### src/rtl/plc_pkg.sv
package plc_pkg;

  typedef enum logic [1:0] {
    OP_WRITE = 2'd0,
    OP_FRAME = 2'd1,
    OP_READ  = 2'd2,
    OP_RESET = 2'd3
  } op_e;

  typedef enum logic [2:0] {
    ST_IDLE,
    ST_RESET,
    ST_LOAD,
    ST_SHIFT,
    ST_GAP
  } state_e;

  typedef enum logic [1:0] {
    PH_CMD,
    PH_DATA,
    PH_RCMD,
    PH_RX
  } phase_e;

  // Only codes 0 (three-wire) and 1 (four-wire) are carried out.
  function automatic logic mode_ok(logic [1:0] m);
    return (m == 2'd0) || (m == 2'd1);
  endfunction

  // Word placed left-aligned in 9 bits so that bit 8 always leaves first.
  function automatic logic [8:0] pack_word(logic four_wire, logic flag, logic [7:0] b);
    return four_wire ? {b, 1'b0} : {flag, b};
  endfunction

  // Three-wire writes carry the flag bit; everything else is a plain byte.
  function automatic logic [3:0] word_bits(logic four_wire, logic is_rx);
    return (four_wire || is_rx) ? 4'd8 : 4'd9;
  endfunction

endpackage

### src/rtl/plc_sck_div.sv
module plc_sck_div #(
  parameter int DIV = 4
) (
  input  logic clk,
  input  logic rst_n,
  input  logic run,
  output logic tick
);
  localparam int CW = (DIV > 2) ? $clog2(DIV) : 1;
  localparam logic [CW-1:0] LAST = CW'(DIV - 1);

  logic [CW-1:0] cnt;

  always_ff @(posedge clk or negedge rst_n) begin
    if (!rst_n) begin
      cnt <= '0;
    end else if (!run || cnt == LAST) begin
      cnt <= '0;
    end else begin
      cnt <= cnt + CW'(1);
    end
  end

  assign tick = run && (cnt == LAST);

  initial begin
    assert (DIV >= 2) else $error("DIV below 2");
  end
endmodule

### src/rtl/plc_shifter.sv
module plc_shifter #(
  parameter int DIV = 4
) (
  input  logic       clk,
  input  logic       rst_n,
  input  logic       start,
  input  logic [3:0] nbits,
  input  logic [8:0] word,
  input  logic       drive,
  input  logic       miso,
  output logic       sck,
  output logic       mosi,
  output logic       done,
  output logic [7:0] rx_byte
);
  logic       active;
  logic       drv;
  logic [3:0] bits_left;
  logic [8:0] sreg;
  logic       half_tick;
  logic       last_fall;

  plc_sck_div #(.DIV(DIV)) u_div (
    .clk  (clk),
    .rst_n(rst_n),
    .run  (active),
    .tick (half_tick)
  );

  assign last_fall = active && half_tick && sck && (bits_left == 4'd1);

  always_ff @(posedge clk or negedge rst_n) begin
    if (!rst_n) begin
      active    <= 1'b0;
      drv       <= 1'b0;
      sck       <= 1'b0;
      bits_left <= '0;
      sreg      <= '0;
      rx_byte   <= '0;
      done      <= 1'b0;
    end else begin
      done <= 1'b0;
      if (start && !active) begin
        active    <= 1'b1;
        sck       <= 1'b0;
        sreg      <= word;
        bits_left <= nbits;
        drv       <= drive;
      end else if (active && half_tick) begin
        if (!sck) begin
          sck     <= 1'b1;
          rx_byte <= {rx_byte[6:0], miso};
        end else begin
          sck <= 1'b0;
          if (last_fall) begin
            active <= 1'b0;
            done   <= 1'b1;
          end else begin
            bits_left <= bits_left - 4'd1;
            sreg      <= {sreg[7:0], 1'b0};
          end
        end
      end
    end
  end

  assign mosi = active && drv && sreg[8];

  // data line holds still through every high phase of the clock
  p_mosi_stable_r8: assert property (@(posedge clk) disable iff (!rst_n)
    (sck && $past(sck)) |-> $stable(mosi));

  // clock idles low outside a word
  p_sck_idle_r8: assert property (@(posedge clk) disable iff (!rst_n)
    !active |-> !sck);

  // a finished word leaves the clock low
  p_done_low_r8: assert property (@(posedge clk) disable iff (!rst_n)
    done |-> (!sck && !active));
endmodule

### src/rtl/plc_rst_timer.sv
module plc_rst_timer #(
  parameter int RST_W = 16
) (
  input  logic             clk,
  input  logic             rst_n,
  input  logic             start,
  input  logic [RST_W-1:0] ticks,
  output logic             pin,
  output logic             fin
);
  logic [RST_W-1:0] cnt;

  always_ff @(posedge clk or negedge rst_n) begin
    if (!rst_n) begin
      pin <= 1'b0;
      fin <= 1'b0;
      cnt <= '0;
    end else begin
      fin <= 1'b0;
      if (start && !pin) begin
        pin <= 1'b1;
        cnt <= (ticks == '0) ? RST_W'(1) : ticks;
      end else if (pin) begin
        if (cnt <= RST_W'(1)) begin
          pin <= 1'b0;
          fin <= 1'b1;
        end else begin
          cnt <= cnt - RST_W'(1);
        end
      end
    end
  end

  // the pulse ends exactly when the count runs out
  p_fin_on_fall_r9: assert property (@(posedge clk) disable iff (!rst_n)
    fin |-> (!pin && $past(pin)));
endmodule

### src/rtl/panel_link_ctrl.sv
module panel_link_ctrl
  import plc_pkg::*;
#(
  parameter int DIV   = 4,
  parameter int LEN_W = 8,
  parameter int RST_W = 16
) (
  input  logic             clk,
  input  logic             rst_n,
  input  logic             req_valid,
  input  logic [1:0]       req_op,
  input  logic [1:0]       req_mode,
  input  logic             req_cmd_en,
  input  logic [7:0]       req_cmd,
  input  logic [LEN_W-1:0] req_txlen,
  input  logic [LEN_W-1:0] req_rxlen,
  input  logic [RST_W-1:0] reset_ticks,
  input  logic             rst_present,
  input  logic [7:0]       tx_data,
  input  logic             tx_valid,
  output logic             tx_ready,
  output logic [7:0]       rx_data,
  output logic             rx_valid,
  output logic             busy,
  output logic             done,
  output logic             err,
  output logic             sck,
  output logic             mosi,
  input  logic             miso,
  output logic             cs_n,
  output logic             dc,
  output logic             panel_rst
);
  localparam logic [LEN_W-1:0] ONE = LEN_W'(1);

  state_e           state;
  phase_e           phase;
  op_e              op_q;
  logic             four_q;
  logic [7:0]       cmd_q;
  logic [LEN_W-1:0] tx_left;
  logic [LEN_W-1:0] rx_left;

  // named internal events
  logic       accept;
  logic       need_byte;
  logic       is_rx_ph;
  logic       load_fire;
  logic       word_end;
  logic       rt_start;
  logic       rt_fin;
  logic [7:0] sh_rx;
  logic [7:0] byte_sel;
  logic [8:0] sh_word;
  logic [3:0] sh_nbits;
  logic       sh_drive;

  assign accept    = (state == ST_IDLE) && req_valid;
  assign need_byte = (phase == PH_DATA) || (phase == PH_RCMD);
  assign is_rx_ph  = (phase == PH_RX);
  assign load_fire = (state == ST_LOAD) && (!need_byte || tx_valid);
  assign tx_ready  = (state == ST_LOAD) && need_byte;
  assign rt_start  = accept && (op_e'(req_op) == OP_RESET) && rst_present;

  assign byte_sel = (phase == PH_CMD) ? cmd_q : (is_rx_ph ? 8'h00 : tx_data);
  assign sh_word  = pack_word(four_q, phase == PH_DATA, byte_sel);
  assign sh_nbits = word_bits(four_q, is_rx_ph);
  assign sh_drive = !(is_rx_ph && !four_q);

  plc_shifter #(.DIV(DIV)) u_shift (
    .clk    (clk),
    .rst_n  (rst_n),
    .start  (load_fire),
    .nbits  (sh_nbits),
    .word   (sh_word),
    .drive  (sh_drive),
    .miso   (miso),
    .sck    (sck),
    .mosi   (mosi),
    .done   (word_end),
    .rx_byte(sh_rx)
  );

  plc_rst_timer #(.RST_W(RST_W)) u_rst (
    .clk  (clk),
    .rst_n(rst_n),
    .start(rt_start),
    .ticks(reset_ticks),
    .pin  (panel_rst),
    .fin  (rt_fin)
  );

  always_ff @(posedge clk or negedge rst_n) begin
    if (!rst_n) begin
      state    <= ST_IDLE;
      phase    <= PH_CMD;
      op_q     <= OP_WRITE;
      four_q   <= 1'b0;
      cmd_q    <= '0;
      tx_left  <= '0;
      rx_left  <= '0;
      cs_n     <= 1'b1;
      dc       <= 1'b1;
      done     <= 1'b0;
      err      <= 1'b0;
      rx_valid <= 1'b0;
      rx_data  <= '0;
    end else begin
      done     <= 1'b0;
      err      <= 1'b0;
      rx_valid <= 1'b0;
      unique case (state)
        ST_IDLE: begin
          if (accept) begin
            op_q    <= op_e'(req_op);
            four_q  <= req_mode[0];
            cmd_q   <= req_cmd;
            tx_left <= req_txlen;
            rx_left <= req_rxlen;
            if (op_e'(req_op) == OP_RESET) begin
              if (rst_present) begin
                state <= ST_RESET;
              end else begin
                done <= 1'b1;
                err  <= 1'b1;
              end
            end else if (!mode_ok(req_mode)) begin
              done <= 1'b1;
              err  <= 1'b1;
            end else begin
              unique case (op_e'(req_op))
                OP_WRITE: begin
                  if (req_cmd_en) begin
                    phase <= PH_CMD;
                    state <= ST_LOAD;
                  end else if (req_txlen != '0) begin
                    phase <= PH_DATA;
                    state <= ST_LOAD;
                  end else begin
                    done <= 1'b1;
                  end
                end
                OP_FRAME: begin
                  if (req_txlen != '0) begin
                    phase <= PH_DATA;
                    state <= ST_LOAD;
                  end else begin
                    done <= 1'b1;
                  end
                end
                default: begin
                  if (req_txlen != '0) begin
                    phase <= PH_RCMD;
                    state <= ST_LOAD;
                  end else if (req_rxlen != '0) begin
                    phase <= PH_RX;
                    state <= ST_LOAD;
                  end else begin
                    done <= 1'b1;
                  end
                end
              endcase
            end
          end
        end
        ST_RESET: begin
          if (rt_fin) begin
            done  <= 1'b1;
            state <= ST_IDLE;
          end
        end
        ST_LOAD: begin
          if (load_fire) begin
            cs_n  <= 1'b0;
            dc    <= four_q ? ((phase == PH_DATA) || is_rx_ph) : 1'b1;
            state <= ST_SHIFT;
            if (need_byte) tx_left <= tx_left - ONE;
            if (is_rx_ph)  rx_left <= rx_left - ONE;
          end
        end
        ST_SHIFT: begin
          if (word_end) begin
            if (is_rx_ph) begin
              rx_valid <= 1'b1;
              rx_data  <= sh_rx;
            end
            unique case (phase)
              PH_CMD: begin
                if (tx_left != '0) begin
                  phase <= PH_DATA;
                  cs_n  <= 1'b1;
                  state <= ST_GAP;
                end else begin
                  cs_n  <= 1'b1;
                  dc    <= 1'b1;
                  done  <= 1'b1;
                  state <= ST_IDLE;
                end
              end
              PH_DATA: begin
                if (tx_left != '0) begin
                  if (!four_q) begin
                    cs_n  <= 1'b1;
                    state <= ST_GAP;
                  end else begin
                    state <= ST_LOAD;
                  end
                end else begin
                  cs_n  <= 1'b1;
                  dc    <= 1'b1;
                  done  <= 1'b1;
                  state <= ST_IDLE;
                end
              end
              PH_RCMD: begin
                if (tx_left != '0) begin
                  state <= ST_LOAD;
                end else if (rx_left != '0) begin
                  phase <= PH_RX;
                  state <= ST_LOAD;
                end else begin
                  cs_n  <= 1'b1;
                  dc    <= 1'b1;
                  done  <= 1'b1;
                  state <= ST_IDLE;
                end
              end
              default: begin
                if (rx_left != '0) begin
                  state <= ST_LOAD;
                end else begin
                  cs_n  <= 1'b1;
                  dc    <= 1'b1;
                  done  <= 1'b1;
                  state <= ST_IDLE;
                end
              end
            endcase
          end
        end
        default: begin
          state <= ST_LOAD;
        end
      endcase
    end
  end

  assign busy = (state != ST_IDLE);

  // chip select is released whenever nothing is running
  p_cs_idle_r1: assert property (@(posedge clk) disable iff (!rst_n)
    (state == ST_IDLE) |-> cs_n);

  // completion strobe lasts one cycle
  p_done_pulse_r12: assert property (@(posedge clk) disable iff (!rst_n)
    done |=> !done);

  // a strobe while busy leaves the latched request untouched
  p_busy_ignore_r12: assert property (@(posedge clk) disable iff (!rst_n)
    (busy && req_valid) |=> ($stable(op_q) && $stable(four_q) && $stable(cmd_q)));

  // a rejected request never touches the bus
  p_err_no_bus_r11: assert property (@(posedge clk) disable iff (!rst_n)
    err |-> (cs_n && !busy && done));

  // no pin means no pulse
  p_no_pin_quiet_r10: assert property (@(posedge clk) disable iff (!rst_n)
    (accept && op_e'(req_op) == OP_RESET && !rst_present) |=> !panel_rst);

  // once a read has chip select low it stays low until completion
  p_read_cs_hold_r7: assert property (@(posedge clk) disable iff (!rst_n)
    (busy && op_q == OP_READ && !cs_n) |=> (!cs_n || done));

  // four-wire command words go out with the flag pin low
  p_dc_cmd_r4: assert property (@(posedge clk) disable iff (!rst_n)
    (state == ST_SHIFT && four_q && (phase == PH_CMD || phase == PH_RCMD)) |-> !dc);

  // chip select only rises at a word boundary
  p_cs_word_r5: assert property (@(posedge clk) disable iff (!rst_n)
    $rose(cs_n) |-> $past(word_end));
endmodule

### config.mk
export PLATFORM = sky130hd
export DESIGN_NAME = panel_link_ctrl
export DESIGN_NICKNAME = d
export VERILOG_FILES = /design/src/rtl/plc_pkg.sv /design/src/rtl/plc_sck_div.sv /design/src/rtl/plc_shifter.sv /design/src/rtl/plc_rst_timer.sv /design/src/rtl/panel_link_ctrl.sv
export SDC_FILE = /design/constraint.sdc
export NUM_CORES = 1
export LEC_CHECK = 0
export BUFFER_PORTS_ARGS = -buffer_cell sky130_fd_sc_hd__buf_2
export CAP_MARGIN = 0
export CORE_UTILIZATION = 40
export DETAILED_ROUTE_END_ITERATION = 8
export PLACE_DENSITY = 0.71
export SLEW_MARGIN = 0
export SYNTH_ARGS = -nofsm -noshare
export SYNTH_HDL_FRONTEND = slang
export SYNTH_SLANG_ARGS = --single-unit
export TNS_END_PERCENT = 5
### constraint.sdc
create_clock -name clk -period 3.7 [get_ports clk]
set_input_delay 0.74 -clock clk [delete_from_list [all_inputs] [get_ports clk]]
set_output_delay 0.74 -clock clk [all_outputs]
set_load 0.01 [all_outputs]
==> results.sh, run 1 <==
export IMPL_hold_buffers=0
export IMPL_viasPerCell=5.63
export IMPL_grt_pass1_wl_mm=19.7
export IMPL_final_area_um2=5820
export IMPL_synth_enable_flop_cells=0
export IMPL_start_util_pct=41.3
export IMPL_yosys_warnings=0
export IMPL_worstPathRequired_ns=3.95
export IMPL_worst_slew_pin_slew_ns=1.23
export IMPL_drive_gt1_share_pct=22.6
export IMPL_area_delta_synth_final_pct=16.3
export IMPL_crit_path_start_kind="flip-flop"
export IMPL_syn_inst=536
export IMPL_cts_made_buffers=9
export IMPL_slowest_stage="or3b_2"
export IMPL_rsz0062_at_grt="no"
export IMPL_synth_top_area_share_pct=43.0
export IMPL_hpwlAfterDp_mm=8.74
export IMPL_ant_nets=0
export IMPL_ys_top_cells_by_area="dfrtp_1 43%, mux2_2 4.3%, nor2_1 4.0%"
export IMPL_io_pin_count=77
export IMPL_synth_flop_cell="dfrtp_1"
export IMPL_wl_per_cell_um=15.4
export IMPL_cp_arrival_ns=3.16
export IMPL_num_fill_cells=1181
export IMPL_placed_cell_area_um2=5520
export IMPL_vias=4354
export IMPL_syn_area_um2=5010
export IMPL_clk_path_buf_depth=2
export IMPL_layout_commonest_cell="dfrtp_1"
export IMPL_cts_sinks=88
export IMPL_synthesis_nets=606
export IMPL_gr_usage_all_layers_pct=19.5
export IMPL_ys_ff_latch=88
export IMPL_power_leakage_uw=0.00260
export IMPL_slew_headroom_pct=17.9
export IMPL_die_h_um=114
export IMPL_status="complete, no violations"
export IMPL_io_buffers=76
export IMPL_tritoncts="built"
export IMPL_finalHoldViolCount=0
export IMPL_finalSetupTns_ns=0
export IMPL_cts_resized=0
export IMPL_path_buf_inv=0
export IMPL_die_area_um2=13000
export IMPL_totalWireLength_mm=11.9
export IMPL_seq_area_frac_synth_pct=44.0
export IMPL_drv_cap=0
export IMPL_crit_family="simple AND/OR/NAND/NOR gates"
export IMPL_rows=40
export IMPL_powerDensity_nw_per_um2=389
export IMPL_antennaDiodeCount=0
export IMPL_cp_end_kind="flip-flop"
export IMPL_grt_max_degree=37
export IMPL_clock_skew_ns=0.0109
export IMPL_clock_latency_ns=0.35
export IMPL_grt_pass1_vias=4013
export IMPL_worst_path_max_fanout=31
export IMPL_nNetsFinal=670
export IMPL_cts_setup_buffers=0
export IMPL_path_clk_slew_ns=0.07
export IMPL_synth_distinct_cells=69
export IMPL_ys_async_sr_fraction_pct=100
export IMPL_grt_overflow=0
export IMPL_setup_viol=0
export IMPL_hold_path_class="in -> async"
export IMPL_slowest_delay_ns=0.78
export IMPL_path_cells="or3b_2 -> a21oi_4 -> a31oi_1 -> or3_1 -> o21ai_0"
export IMPL_fmax_mhz=344
export IMPL_die_x_um=114
export IMPL_drt_first_pass_iters=5
export IMPL_syn_area_per_cell_um2=9.34
export IMPL_drt_initial_drc_count=289
export IMPL_cts_root_buffer="clkbuf_16"
export IMPL_finalMaxSlewViolations=0
export IMPL_drc=0
export IMPL_synth_top_cell_by_area="dfrtp_1"
export IMPL_finalCriticalPeriod_ns=2.91
export IMPL_antenna_found_initial=1
export IMPL_cts_htree_levels=3
export IMPL_gp_congestion=0.923
export IMPL_mostFrequentLayoutCells="86 x dfrtp_1, 75 x buf_2, 54 x nor2_1"
export IMPL_period_share_pct=78.6
export IMPL_design_core_area_um2=12100
export IMPL_criticalPathCategory="reg -> reg"
export IMPL_vdd_drop_max_uv=216
==> path summary, 6_finish.rpt <==
check,startpoint,endpoint,slack (ns),cells past startpoint
max reg2reg,state[1],rx_left[0],0.79,5
min in group clk,u_shift.u_div.cnt[0],u_shift.u_div.cnt[0],0.44,1
min,rst_n,u_shift.sreg[1],0.29,1
max,state[1],rx_left[0],0.79,5
min reg2reg,u_shift.u_div.cnt[0],u_shift.u_div.cnt[0],0.44,1
max in group asynchronous,rst_n,dc,2.62,2
==> through the flow <==
| step | power [uW] | util, % | setup slack (ns) | instances | hold WS (ns) |
|---|---|---|---|---|---|
| floorplan | 1250 | - | 1.26 | 536 | 0.408 |
| global route | 2370 | 48.1 | 0.637 | 773 | 0.311 |
| global placement | 1350 | 45.6 | 0.883 | 757 | 0.421 |
| detailed placement | 1360 | 45.6 | 0.841 | 757 | 0.432 |
| finish | 2270 | 48.1 | 0.791 | 773 | 0.287 |
| CTS | 2280 | 48.1 | 0.872 | 773 | 0.292 |
==> worst register-to-register path, delay by kind of cell (launching register included) <==
family	cells	cell delay, ns
AOI/OAI and AO/OA	3	0.96
DFF	1	0.55
and+or+nand+nor	2	1.31
==> state kept, by name, indices dropped and copies added, names as in the netlist <==
name	cells
done	1
u_shift.u_div.cnt	2
rx_valid	1
dc	1
u_shift.sck	1
u_shift.active	1
cs_n	1
u_shift.bits_left	4
u_rst.pin	1
u_rst.cnt	16
rx_data	8
four_q	1
u_shift.done	1
err	1
cmd_q	8
tx_left	8
state	3
rx_left	8
u_shift.rx_byte	8
u_rst.fin	1
u_shift.drv	1
phase	2
u_shift.sreg	9
==> layer usage <==
layer,vias up,wire length (um),global-route usage (%)
li1,2111,-,-
met2,138,5400,29.3
met5,-,0,0
met4,0,257,8.92
met1,2084,5590,27.1
met3,21,676,3.99
==> report_power, final <==
part	internal, uW	total [uW]	switching (uW)
clock network	527	920	393
logic	115	243	127
registers	1020	1100	81.8
==> cells by family (layout without fill, tap and decap cells) <==
family	Yosys count	after routing	share of synthesized area, %
AND/OR/NAND/NOR	210	210	22.1
XOR/XNOR	4	4	0.700
AO/OA/AOI/OAI	137	137	18.3
buffers and inverters	49	118	4.22
flip-flops	88	88	44.0
adder cells (fa/ha/maj)	11	11	2.75
multiplexers	37	37	7.87
==> cell type report <==
type	instances	area, um^2	area share [%]
Clock inverter	6	68.8	1.18
Tap cell	168	210	3.61
Multi-Input combinational cell	399	2600	44.7
Sequential cell	88	2200	37.9
Clock buffer	10	229	3.93
Timing Repair Buffer	83	435	7.48
Inverter	19	71.3	1.23
==> cell usage after synthesis (3+ instances only) <==
master and number:
nor2b_1 4, o21ai_0 30, ha_1 11, a22oi_1 9, and3_1 3, clkbuf_1 22
nor2_1 54, or3b_2 3, mux2i_1 18, dfrtp_1 86, nor3_1 24, nand2_1 51
nor4b_1 3, buf_6 3, a221oi_1 3, nor4_1 11, or4_1 3, inv_1 19
nor3b_1 7, mux2_2 19, a211oi_1 5, a21oi_1 35, a21o_1 5, a311oi_1 3
a31oi_1 8, o22a_1 5, buf_2 4, o211ai_1 5, o22ai_1 4, nand2b_1 5
o21a_1 4, or3_1 7, nand3b_1 4, nand3_1 14
No activity file was read; power rests on OpenSTA's default activity.
==> inputs of run 2 (changes only) <==
Settings changed: ABC_AREA from default to 1, PLACE_DENSITY 0.71 to 0.7.
Clock period 3.7 ns to 2.96 ns, I/O delays scaled along.
==> results.sh, run 2 <==
export IMPL_grt_overflow=0
export IMPL_gr_usage_all_layers_pct=19.9
export IMPL_cts_root_buffer="clkbuf_16"
export IMPL_powerDensity_nw_per_um2=468
export IMPL_grt_pass1_vias=4375
export IMPL_yosysMostFrequentCell="nand2_1"
export IMPL_layout_commonest_cell="nand2_1"
export IMPL_clock_skew_ns=0.00530
export IMPL_dp_cells=950
export IMPL_grt_pass1_wl_mm=20.8
export IMPL_yosys_warnings=0
export IMPL_synth_distinct_cells=37
export IMPL_hpwlAfterDp_mm=9.15
export IMPL_syn_inst=718
export IMPL_wl_per_cell_um=12.9
export IMPL_drv_cap=0
export IMPL_ys_top_cells_by_count="194 x nand2_1, 92 x nor2_1, 86 x dfrtp_1, 80 x inv_1, 65 x o21ai_0"
export IMPL_criticalPathCategory="reg -> reg"
export IMPL_io_pin_count=77
export IMPL_die_area_um2=13400
export IMPL_syn_area_um2=5190
export IMPL_drt_initial_drc_count=397
export IMPL_path_clk_slew_ns=0.07
export IMPL_area_delta_synth_final_pct=15.4
export IMPL_setup_viol=0
export IMPL_cts_resized=0
export IMPL_fmax_mhz=455
export IMPL_rrSetupSlack_ns=0.76
export IMPL_worst_path_max_fanout=20
export IMPL_synth_flop_cell="dfrtp_1"
export IMPL_worst_slew_pin_slew_ns=0.603
export IMPL_drc=0
export IMPL_synth_top_cell_by_area="dfrtp_1"
export IMPL_cts_htree_levels=3
export IMPL_period_share_pct=74.3
export IMPL_drive_gt1_share_pct=15.2
export IMPL_r2r_start="state[2]"
export IMPL_vias=4796
export IMPL_ant_nets=0
export IMPL_clk_path_buf_depth=2
export IMPL_design_core_area_um2=12600
export IMPL_power_leakage_uw=0.00302
export IMPL_syn_area_per_cell_um2=7.23
export IMPL_multiInputGateArea_um2=2540
export IMPL_seq_area_frac_synth_pct=42.4
export IMPL_gp_congestion=0.851
export IMPL_worst_hold_slack_ns=0.226
export IMPL_clock_latency_ns=0.35
export IMPL_status="complete, no violations"
export IMPL_cp_end_kind="flip-flop"
export IMPL_cp_arrival_ns=2.47
export IMPL_start_util_pct=41.2
export IMPL_mostFrequentLayoutCells="194 x nand2_1, 92 x nor2_1, 86 x dfrtp_1"
export IMPL_hold_path_class="in -> async"
export IMPL_die_h_um=116
export IMPL_ys_top_cells_by_area="dfrtp_1 41%, nand2_1 14%, nor2_1 6.6%"
export IMPL_seq_area_um2=2200
export IMPL_antenna_found_initial=0
export IMPL_ff2ff_path_depth=9
export IMPL_grt_max_degree=50
export IMPL_ys_ff_latch=88
export IMPL_synth_top_area_share_pct=41.4
export IMPL_vdd_drop_max_uv=253
export IMPL_tritoncts="built"
export IMPL_stdcell_count=966
export IMPL_synthesis_nets=788
export IMPL_rsz0062_at_grt="no"
export IMPL_hold_buffers=0
export IMPL_worstPathRequired_ns=3.23
export IMPL_cts_made_buffers=9
export IMPL_antennaDiodeCount=0
export IMPL_num_fill_cells=1303
export IMPL_crit_path_start_kind="flip-flop"
export IMPL_slew_headroom_pct=59.6
export IMPL_finalCriticalPeriod_ns=2.20
export IMPL_totalWireLength_mm=12.5
export IMPL_die_x_um=116
export IMPL_synth_enable_flop_cells=0
export IMPL_largest_register_ffs=16
export IMPL_regMostFlops="u_rst.cnt"
export IMPL_nNetsFinal=859
export IMPL_top_regs="u_rst.cnt x16, u_shift.sreg x9"
export IMPL_rows=41
export IMPL_reg2reg_to="u_rst.cnt[8]"
export IMPL_io_buffers=76
export IMPL_cts_sinks=88
export IMPL_viasPerCell=4.96
export IMPL_finalSetupTns_ns=0
export IMPL_finalHoldViolCount=0
export IMPL_ys_async_sr_fraction_pct=100
export IMPL_cts_setup_buffers=0
export IMPL_finalMaxSlewViolations=0
export IMPL_drt_first_pass_iters=5
run 2: cell count changes in the layout (fill, tap and decap cells not counted), moves of 7 or more:
cell	previous run	this run
o21ai_0	30	65
mux2i_1	18	0
nor3_1	24	9
mux2_2	19	0
nor4_1	11	1
nor2_1	54	92
o21ai_1	0	8
nand2_1	51	194
nand3_1	14	50
or3_1	7	0
inv_1	19	80
run 2: where the power goes:
group	internal (uW)	total (uW)	switching [uW]
registers	1280	1340	63.9
logic	138	353	215
clock network	585	1110	527
total	2000	2800	806
run 2: worst max-delay path by stage:
| stage | start | to | cells past startpoint |
|---|---|---|---|
| 6_report | state[2] | u_rst.cnt[8] | 9 |
| 5_1_grt | state[2] | u_rst.cnt[8] | 9 |
| 4_1_cts | state[2] | u_rst.cnt[8] | 9 |
| 3_5_place_dp | req_valid | u_rst.cnt[12] | 7 |
| 3_3_place_gp | req_valid | u_rst.cnt[8] | 8 |
| 2_1_floorplan | state[2] | tx_ready | 4 |
run 2: worst max-delay path, cell delays in order, from the launching register on:
cell	delay, ns
dfrtp_1	0.49
nor2_2	0.21
nand2_4	0.11
nor2_4	0.28
nand2_2	0.34
inv_2	0.35
nand2_1	0.10
o21ai_0	0.09
nand2_1	0.06
o21ai_1	0.08
run 2: layout make-up:
cell class,instances,area share (%)
repair buffers,79,6.97
flip-flops and latches,88,36.8
multi-input cells,525,42.4
inverters,86,5.39
clock buffers,9,3.76
well taps,172,3.59
clock inverters,7,1.06
run 2: kinds of logic (layout without fill, tap and decap cells):
group,count (synthesis),after routing,share of synthesized area (%)
buf+inv,105,181,8.60
compound gates,137,137,14.7
flops,88,88,42.4
simple gates,370,370,30.5
xor+xnor,7,7,1.18
fa+ha+maj,11,11,2.65
run 2: layer usage:
metal,routed length (um),vias up,global-route usage (%)
met5,0,-,0
met4,150,0,5.13
met3,720,17,4.81
met2,5810,128,32.0
met1,5820,2180,26.7
li1,-,2471,-
run 2: stage by stage:
stage | total power, uW | utilization [%] | area, um^2 | setup WS [ns]
after floorplan | 1570 | - | 5190 | 1.30
after global placement | 1710 | 45.2 | 5700 | 0.829
after detailed placement | 1710 | 45.2 | 5700 | 0.785
after CTS | 2840 | 47.5 | 5990 | 0.807
after global routing | 2950 | 47.5 | 5990 | 0.542
final | 2800 | 47.5 | 5990 | 0.760
